### src/rtl/mclk_pkg.sv
package mclk_pkg;
  localparam int SRC_CNT   = 4;
  localparam int SRC_W     = $clog2(SRC_CNT);
  localparam int PRES_W    = 3;
  localparam int MDIV_W    = 2;
  localparam int PRE_CNT_W = 6;
  localparam int ADDR_W    = 2;
  localparam int DATA_W    = 16;

  localparam int CFG_SRC_LSB  = 0;
  localparam int CFG_PRES_LSB = 4;
  localparam int CFG_MDIV_LSB = 8;
  localparam int STAT_RDY_BIT = 0;
  localparam int STAT_ERR_BIT = 1;

  localparam logic [ADDR_W-1:0] ADDR_CFG  = 2'd0;
  localparam logic [ADDR_W-1:0] ADDR_STAT = 2'd1;
  localparam logic [ADDR_W-1:0] ADDR_IEN  = 2'd2;
  localparam logic [ADDR_W-1:0] ADDR_IDLE = 2'd3;

  typedef struct packed {
    logic [MDIV_W-1:0] mdiv;
    logic [PRES_W-1:0] pres;
    logic [SRC_W-1:0]  src;
  } mclkCfg_t;

  typedef struct packed {
    logic     applyCfg;
    mclkCfg_t nextCfg;
  } mclkStrobe_t;

  typedef enum logic [1:0] {PH_STABLE, PH_WAIT_EDGE, PH_SYNC} mclkPhase_t;

  // terminal count of the prescaler: divide-by minus one
  function automatic logic [PRE_CNT_W-1:0] presLimit(input logic [PRES_W-1:0] code);
    logic [PRE_CNT_W:0] div;
    if (int'(code) <= PRE_CNT_W) div = (PRE_CNT_W+1)'(1) << code;
    else div = (PRE_CNT_W+1)'(1);
    return PRE_CNT_W'(div - 1'b1);
  endfunction

  function automatic logic [MDIV_W-1:0] mdivLimit(input logic [MDIV_W-1:0] code);
    case (code)
      2'd0:    return 2'd0;
      2'd1:    return 2'd1;
      2'd2:    return 2'd3;
      default: return 2'd2;
    endcase
  endfunction
endpackage

### src/rtl/mclk_divpath.sv
module mclk_divpath
  import mclk_pkg::*;
(
  input  logic               clk,
  input  logic               rstN,
  input  logic [SRC_CNT-1:0] srcTick,
  input  mclkStrobe_t        strobe,
  output logic               selTick,
  output logic               procTick,
  output logic               mstTick
);
  mclkCfg_t              actCfg;
  logic [PRE_CNT_W-1:0]  preCnt;
  logic [MDIV_W-1:0]     mdCnt;
  logic [SRC_CNT-1:0]    selHit;

  for (genvar i = 0; i < SRC_CNT; i++) begin : g_sel
    assign selHit[i] = srcTick[i] && (actCfg.src == SRC_W'(i));
  end

  assign selTick  = |selHit;
  assign procTick = selTick && (preCnt == presLimit(actCfg.pres));
  assign mstTick  = procTick && (mdCnt == mdivLimit(actCfg.mdiv));

  always_ff @(posedge clk or negedge rstN) begin
    if (!rstN) begin
      actCfg <= '0;
      preCnt <= '0;
      mdCnt  <= '0;
    end else if (strobe.applyCfg) begin
      actCfg <= strobe.nextCfg;
      preCnt <= '0;
      mdCnt  <= '0;
    end else if (selTick) begin
      preCnt <= procTick ? '0 : preCnt + 1'b1;
      if (procTick) mdCnt <= mstTick ? '0 : mdCnt + 1'b1;
    end
  end
endmodule

### src/rtl/mclk_regctl.sv
module mclk_regctl
  import mclk_pkg::*;
#(
  parameter int SYNC_TICKS = 2
)(
  input  logic              clk,
  input  logic              rstN,
  input  logic              busWr,
  input  logic [ADDR_W-1:0] busAddr,
  input  logic [DATA_W-1:0] busWdata,
  output logic [DATA_W-1:0] busRdata,
  input  logic              wakeIrq,
  input  logic              selTick,
  input  logic              mstTick,
  output mclkStrobe_t       strobe,
  output mclkCfg_t          cfgReq,
  output logic              readyFlag,
  output logic              errFlag,
  output logic              procEn,
  output logic              irq
);
  localparam int SYNC_W = $clog2(SYNC_TICKS + 1);

  mclkPhase_t        phase;
  logic [SYNC_W-1:0] syncCnt;
  logic              irqEn;
  mclkCfg_t          wrCfg;
  logic              cfgWr, clash, cfgAccept;
  logic              unusedWdata;

  assign wrCfg.src  = busWdata[CFG_SRC_LSB  +: SRC_W];
  assign wrCfg.pres = busWdata[CFG_PRES_LSB +: PRES_W];
  assign wrCfg.mdiv = busWdata[CFG_MDIV_LSB +: MDIV_W];
  assign unusedWdata = ^{busWdata[DATA_W-1:10], busWdata[7], busWdata[3:2]};

  assign cfgWr     = busWr && (busAddr == ADDR_CFG);
  assign clash     = (wrCfg.src != cfgReq.src) && (wrCfg.mdiv != cfgReq.mdiv);
  assign cfgAccept = cfgWr && !clash;

  assign strobe.applyCfg = (phase == PH_WAIT_EDGE) && mstTick && !cfgAccept;
  assign strobe.nextCfg  = cfgReq;

  always_ff @(posedge clk or negedge rstN) begin
    if (!rstN) begin
      cfgReq    <= '0;
      phase     <= PH_STABLE;
      syncCnt   <= '0;
      readyFlag <= 1'b1;
    end else if (cfgAccept) begin
      cfgReq    <= wrCfg;
      phase     <= PH_WAIT_EDGE;
      readyFlag <= 1'b0;
    end else begin
      case (phase)
        PH_WAIT_EDGE: if (mstTick) begin
          phase   <= PH_SYNC;
          syncCnt <= '0;
        end
        PH_SYNC: if (selTick) begin
          if (syncCnt == SYNC_W'(SYNC_TICKS - 1)) begin
            readyFlag <= 1'b1;
            phase     <= PH_STABLE;
          end else begin
            syncCnt <= syncCnt + 1'b1;
          end
        end
        default: ;
      endcase
    end
  end

  always_ff @(posedge clk or negedge rstN) begin
    if (!rstN) begin
      errFlag <= 1'b0;
      irqEn   <= 1'b0;
      procEn  <= 1'b1;
    end else begin
      if (cfgWr && clash) errFlag <= 1'b1;
      else if (busWr && busAddr == ADDR_STAT && busWdata[STAT_ERR_BIT]) errFlag <= 1'b0;
      if (busWr && busAddr == ADDR_IEN) irqEn <= busWdata[0];
      if (wakeIrq) procEn <= 1'b1;
      else if (busWr && busAddr == ADDR_IDLE) procEn <= 1'b0;
    end
  end

  assign irq = readyFlag && irqEn;

  always_comb begin
    busRdata = '0;
    case (busAddr)
      ADDR_CFG: begin
        busRdata[CFG_SRC_LSB  +: SRC_W]  = cfgReq.src;
        busRdata[CFG_PRES_LSB +: PRES_W] = cfgReq.pres;
        busRdata[CFG_MDIV_LSB +: MDIV_W] = cfgReq.mdiv;
      end
      ADDR_STAT: begin
        busRdata[STAT_RDY_BIT] = readyFlag;
        busRdata[STAT_ERR_BIT] = errFlag;
      end
      ADDR_IEN:  busRdata[0] = irqEn;
      default:   busRdata[0] = procEn;
    endcase
  end
endmodule

### src/rtl/mclk_unit.sv
module mclk_unit
  import mclk_pkg::*;
#(
  parameter int SYNC_TICKS = 2
)(
  input  logic               clk,
  input  logic               rstN,
  input  logic [SRC_CNT-1:0] srcTick,
  input  logic               busWr,
  input  logic [ADDR_W-1:0]  busAddr,
  input  logic [DATA_W-1:0]  busWdata,
  output logic [DATA_W-1:0]  busRdata,
  input  logic               wakeIrq,
  output logic               procClkEn,
  output logic               mstClkEn,
  output logic               irq
);
  mclkStrobe_t strobe;
  mclkCfg_t    cfgReq;
  logic        readyFlag, errFlag, procEn;
  logic        selTick, procTick, mstTick;

  mclk_regctl #(.SYNC_TICKS(SYNC_TICKS)) u_ctrl (
    .clk(clk), .rstN(rstN), .busWr(busWr), .busAddr(busAddr),
    .busWdata(busWdata), .busRdata(busRdata), .wakeIrq(wakeIrq),
    .selTick(selTick), .mstTick(mstTick), .strobe(strobe),
    .cfgReq(cfgReq), .readyFlag(readyFlag), .errFlag(errFlag),
    .procEn(procEn), .irq(irq)
  );

  mclk_divpath u_path (
    .clk(clk), .rstN(rstN), .srcTick(srcTick), .strobe(strobe),
    .selTick(selTick), .procTick(procTick), .mstTick(mstTick)
  );

  assign procClkEn = procTick && procEn;
  assign mstClkEn  = mstTick;
endmodule

### config.mk
export PLATFORM = sky130hd
export DESIGN_NAME = mclk_unit
export DESIGN_NICKNAME = d
export VERILOG_FILES = /design/src/rtl/mclk_pkg.sv /design/src/rtl/mclk_divpath.sv /design/src/rtl/mclk_regctl.sv /design/src/rtl/mclk_unit.sv
export SDC_FILE = /design/constraint.sdc
export NUM_CORES = 1
export LEC_CHECK = 0
export CORE_MARGIN = 10
export CORE_UTILIZATION = 65
export CTS_CLUSTER_DIAMETER = 30
export DETAILED_ROUTE_END_ITERATION = 8
export DONT_BUFFER_PORTS = 1
export HOLD_SLACK_MARGIN = 0.03
export PLACE_DENSITY_LB_ADDON = 0.25
export SYNTH_ARGS = -nofsm -noshare
export SYNTH_HDL_FRONTEND = slang
export SYNTH_SLANG_ARGS = --single-unit
### constraint.sdc
create_clock -name clk -period 7.48 [get_ports clk]
set_clock_uncertainty 0.05 [all_clocks]
set_input_delay 0.374 -clock clk [delete_from_list [all_inputs] [get_ports clk]]
set_output_delay 0.374 -clock clk [all_outputs]
set_load 0.02 [all_outputs]
==> flow_metrics.py <==
metrics = {
    "global_routing": {
        "antenna_found_initial": 0,
        "track_usage_pct": 15.7,
        "grt_overflow": 0,
        "grt_pass1_vias": 1518,
        "grt_start_max_net_pins": 31,
        "grt_pass1_wl_um": 6810,
    },
    "worst_setup_path": {
        "end_kind": "output port",
        "cp_slowest_stage_delay_ns": 0.94,
        "crit_slowest_cell": "nor4b_1",
        "cp-start-kind": "flip-flop",
        "path_common_cell": "nor4b_1",
        "cp.required_ns": 7.06,
        "cp_max_fo": 13,
        "cp_data_arrival_time_ns": 3.37,
        "cp_cell_sequence": "or3b_2 > ha_1 > nor4b_1 > o31a_2 > o22ai_4 > nor4b_1",
        "crit_type": "reg -> out",
    },
    "detailed_routing": {
        "drtIter0Drc": 115,
        "ant_nets": 0,
        "via_per_inst": 6.32,
        "routedWlPerCell_um": 17.2,
        "firstDrtPassIters": 4,
        "vias": 1448,
        "routed_wirelength_um": 3940,
        "drc": 0,
    },
    "min_path": {
        "hp-class": "in -> reg",
    },
    "pwr": {
        "power_frac_comb_pct": 43.3,
        "switching_share_pct": 42.3,
        "p_seq_share_pct": 40.0,
        "switchingPower_mw": 0.304,
        "power_per_cell_area_nw_per_um2": 366,
        "clkPwrFrac_pct": 16.6,
        "total_power_mw": 0.720,
        "internal_power_mw": 0.416,
        "peakVddDrop_mv": 0.269,
        "p_leak_nw": 0.919,
    },
    "final_layout": {
        "final_nets": 228,
        "layout_commonest_cell": "nand2_1",
        "finalNonFillerCells": 229,
        "drive_above_1_share_pct": 18.2,
        "layout-area-overhead-vs-synth_pct": 3.97,
        "num_antenna_cells": 0,
        "nFillCells": 213,
        "mostFrequentLayoutCells": "nand2_1, dfrtp_1, nor2_1, mux2_2, conb_1",
    },
    "timing": {
        "fin_tns_setup_ns": 0,
        "finalMaxSlewViolations": 0,
        "tightestPinTransition_ns": 1.08,
        "fmax_mhz": 263,
        "timing.hold.ws_ns": 0.0845,
        "rsz0062_at_grt": "false",
        "hold_viol": 0,
        "slew_headroom_pct": 26.7,
        "period_minus_slack_ns": 3.80,
        "final.setup.worst_slack_ns": 3.68,
        "period_share_pct": 50.8,
        "setup_viol": 0,
    },
    "logic_synthesis": {
        "ys_types": 55,
        "synth_top_flop_cell": "dfrtp_1",
        "async_flop_share_pct": 100,
        "avgSynthCellArea_um2": 9.70,
        "yosysWarnings": 0,
        "yosysTopAreaCellShare_pct": 37.0,
        "synthCells": 195,
        "synth_top_cells_by_area": "dfrtp_1, nand2_1, mux2_2",
        "yosysSeqAreaShare_pct": 39.8,
        "synth-edff-count": 0,
        "ys_ff_latch": 30,
        "syn_area_um2": 1890,
        "yosysTopAreaCell": "dfrtp_1",
    },
    "status": {
        "status": "finished clean",
    },
    "clock_network": {
        "numClockSinks": 30,
        "htreeDepth": 2,
        "clk_pin_slew_worst_paths_ns": 0.09,
        "clk_latency_ns": 0.33,
        "post-cts-setup-buffers": 0,
        "cts.path.max_buffers": 2,
        "cts_root_buf": "clkbuf_4",
        "cts_tree": "done",
        "cts_buffers": 5,
    },
    "floorplan": {
        "num_rows": 19,
        "io_pins": 45,
        "fp.dieW_um": 74.0,
        "core-area_um2": 2780,
        "initial_core_util_pct": 68.0,
        "die_h_um": 74.0,
        "die_area_um2": 5470,
    },
    "placement": {
        "dp_worst_setup_slack_ns": 4.04,
        "io_buffers": 0,
        "gp_congestion": 0.743,
        "dp.cells": 219,
        "place_hpwl_um": 3020,
    },
    "run": {
        "cap_violations": 0,
    },
}
==> routing by layer <==
| layer | up-vias | track usage [%] | share of wire (%) |
|---|---|---|---|
| met5 | - | 0 | 0 |
| met4 | 0 | 6.21 | 1.2 |
| met3 | 8 | 6.12 | 9.0 |
| met2 | 46 | 27.5 | 51 |
| met1 | 715 | 16.5 | 38 |
| li1 | 679 | - | - |
==> power by group through the flow <==
stage / sequential (mW) / clock [mW] / combinational (mW)
after detailed placement: 0.290 / 0 / 0.306
after CTS: 0.287 / 0.120 / 0.313
after floorplan: 0.267 / 0 / 0.269
after global placement: 0.285 / 0 / 0.286
final: 0.288 / 0.120 / 0.312
after global routing: 0.299 / 0.130 / 0.348
==> final cells by class <==
| class | count | area [um2] | share of cell area (%) |
|---|---|---|---|
| clock buffers | 8 | 78.8 | 4.01 |
| inverters | 8 | 30.0 | 1.53 |
| flip-flops and latches | 30 | 753 | 38.3 |
| repair buffers | 2 | 30.0 | 1.53 |
| well taps | 31 | 38.8 | 1.97 |
| multi-input cells | 150 | 1040 | 52.7 |
==> metrics by stage <==
stage	area, um2	util (%)
finish	1970	70.7
global route	1970	70.7
CTS	1970	70.7
detailed placement	1860	66.8
global placement	1860	66.8
floorplan	1920	-
==> state kept, by name (all words and copies together) (netlist names), 2 cells and up <==
name,count
u_ctrl.cfgReq,7
u_ctrl.phase,2
u_ctrl.syncCnt,2
u_path.actCfg,7
u_path.mdCnt,2
u_path.preCnt,6
==> cells by family (layout without fill, tap and decap cells) <==
kind of cell               count (synthesis)  in the layout  synth area share, %
AOI/OAI and AO/OA                         35             35                 14.6
xor gates and xnor gates                   9              9                 4.17
adders and majority gates                  5              5                 3.31
buffers and inverters                     23             18                 7.01
DFF                                       30             30                 39.8
muxes                                     12             12                 8.27
other                                      1              9                0.198
and+or+nand+nor                           80             80                 22.6
==> worst paths after layout <==
check | from | to | slack, ns | cells after the start
max | u_path.actCfg[2] | mstClkEn | 3.68 | 6
min | wakeIrq | u_ctrl.procEn | 0.08 | 1
max reg2reg | u_path.actCfg[2] | u_path.actCfg[6] | 4.29 | 7
min reg2reg | u_ctrl.cfgReq[4] | u_ctrl.cfgReq[4] | 0.45 | 2
max in group asynchronous | rstN | u_ctrl.procEn | 6.70 | 2
min in group asynchronous | rstN | u_ctrl.cfgReq[2] | 0.43 | 2
==> Yosys cell counts, drive strengths merged (2+ instances only) <==
cell type	number
xnor2	5
nand2	32
and3	5
mux2	9
or3	3
dfrtp	28
or2	2
and2	7
dfstp	2
nor3b	2
nor3	2
ha	5
nand3	3
o2111a	2
buf	12
a22oi	2
a21oi	7
nor2	13
nor4b	4
clkbuf	3
o22ai	2
inv	8
mux4	2
nor4	2
a211oi	2
o21ai	8
nand4	2
xor2	4
==> what timing repair did <==
| action | 4_1_cts | 5_1_grt |
|---|---|---|
| endpoints found under the hold margin | 30 | 0 |
| resized for setup | 0 | 0 |
| hold buffers | 2 | 0 |
==> worst max-delay path, delay by kind of cell (launching register included) <==
kind / cells / cell delay (ns)
adder cells (fa/ha/maj): 1 / 0.25
AO/OA/AOI/OAI: 2 / 0.35
flip-flops: 1 / 0.55
AND/OR/NAND/NOR: 3 / 1.90
(Power assumes the default switching activity.)
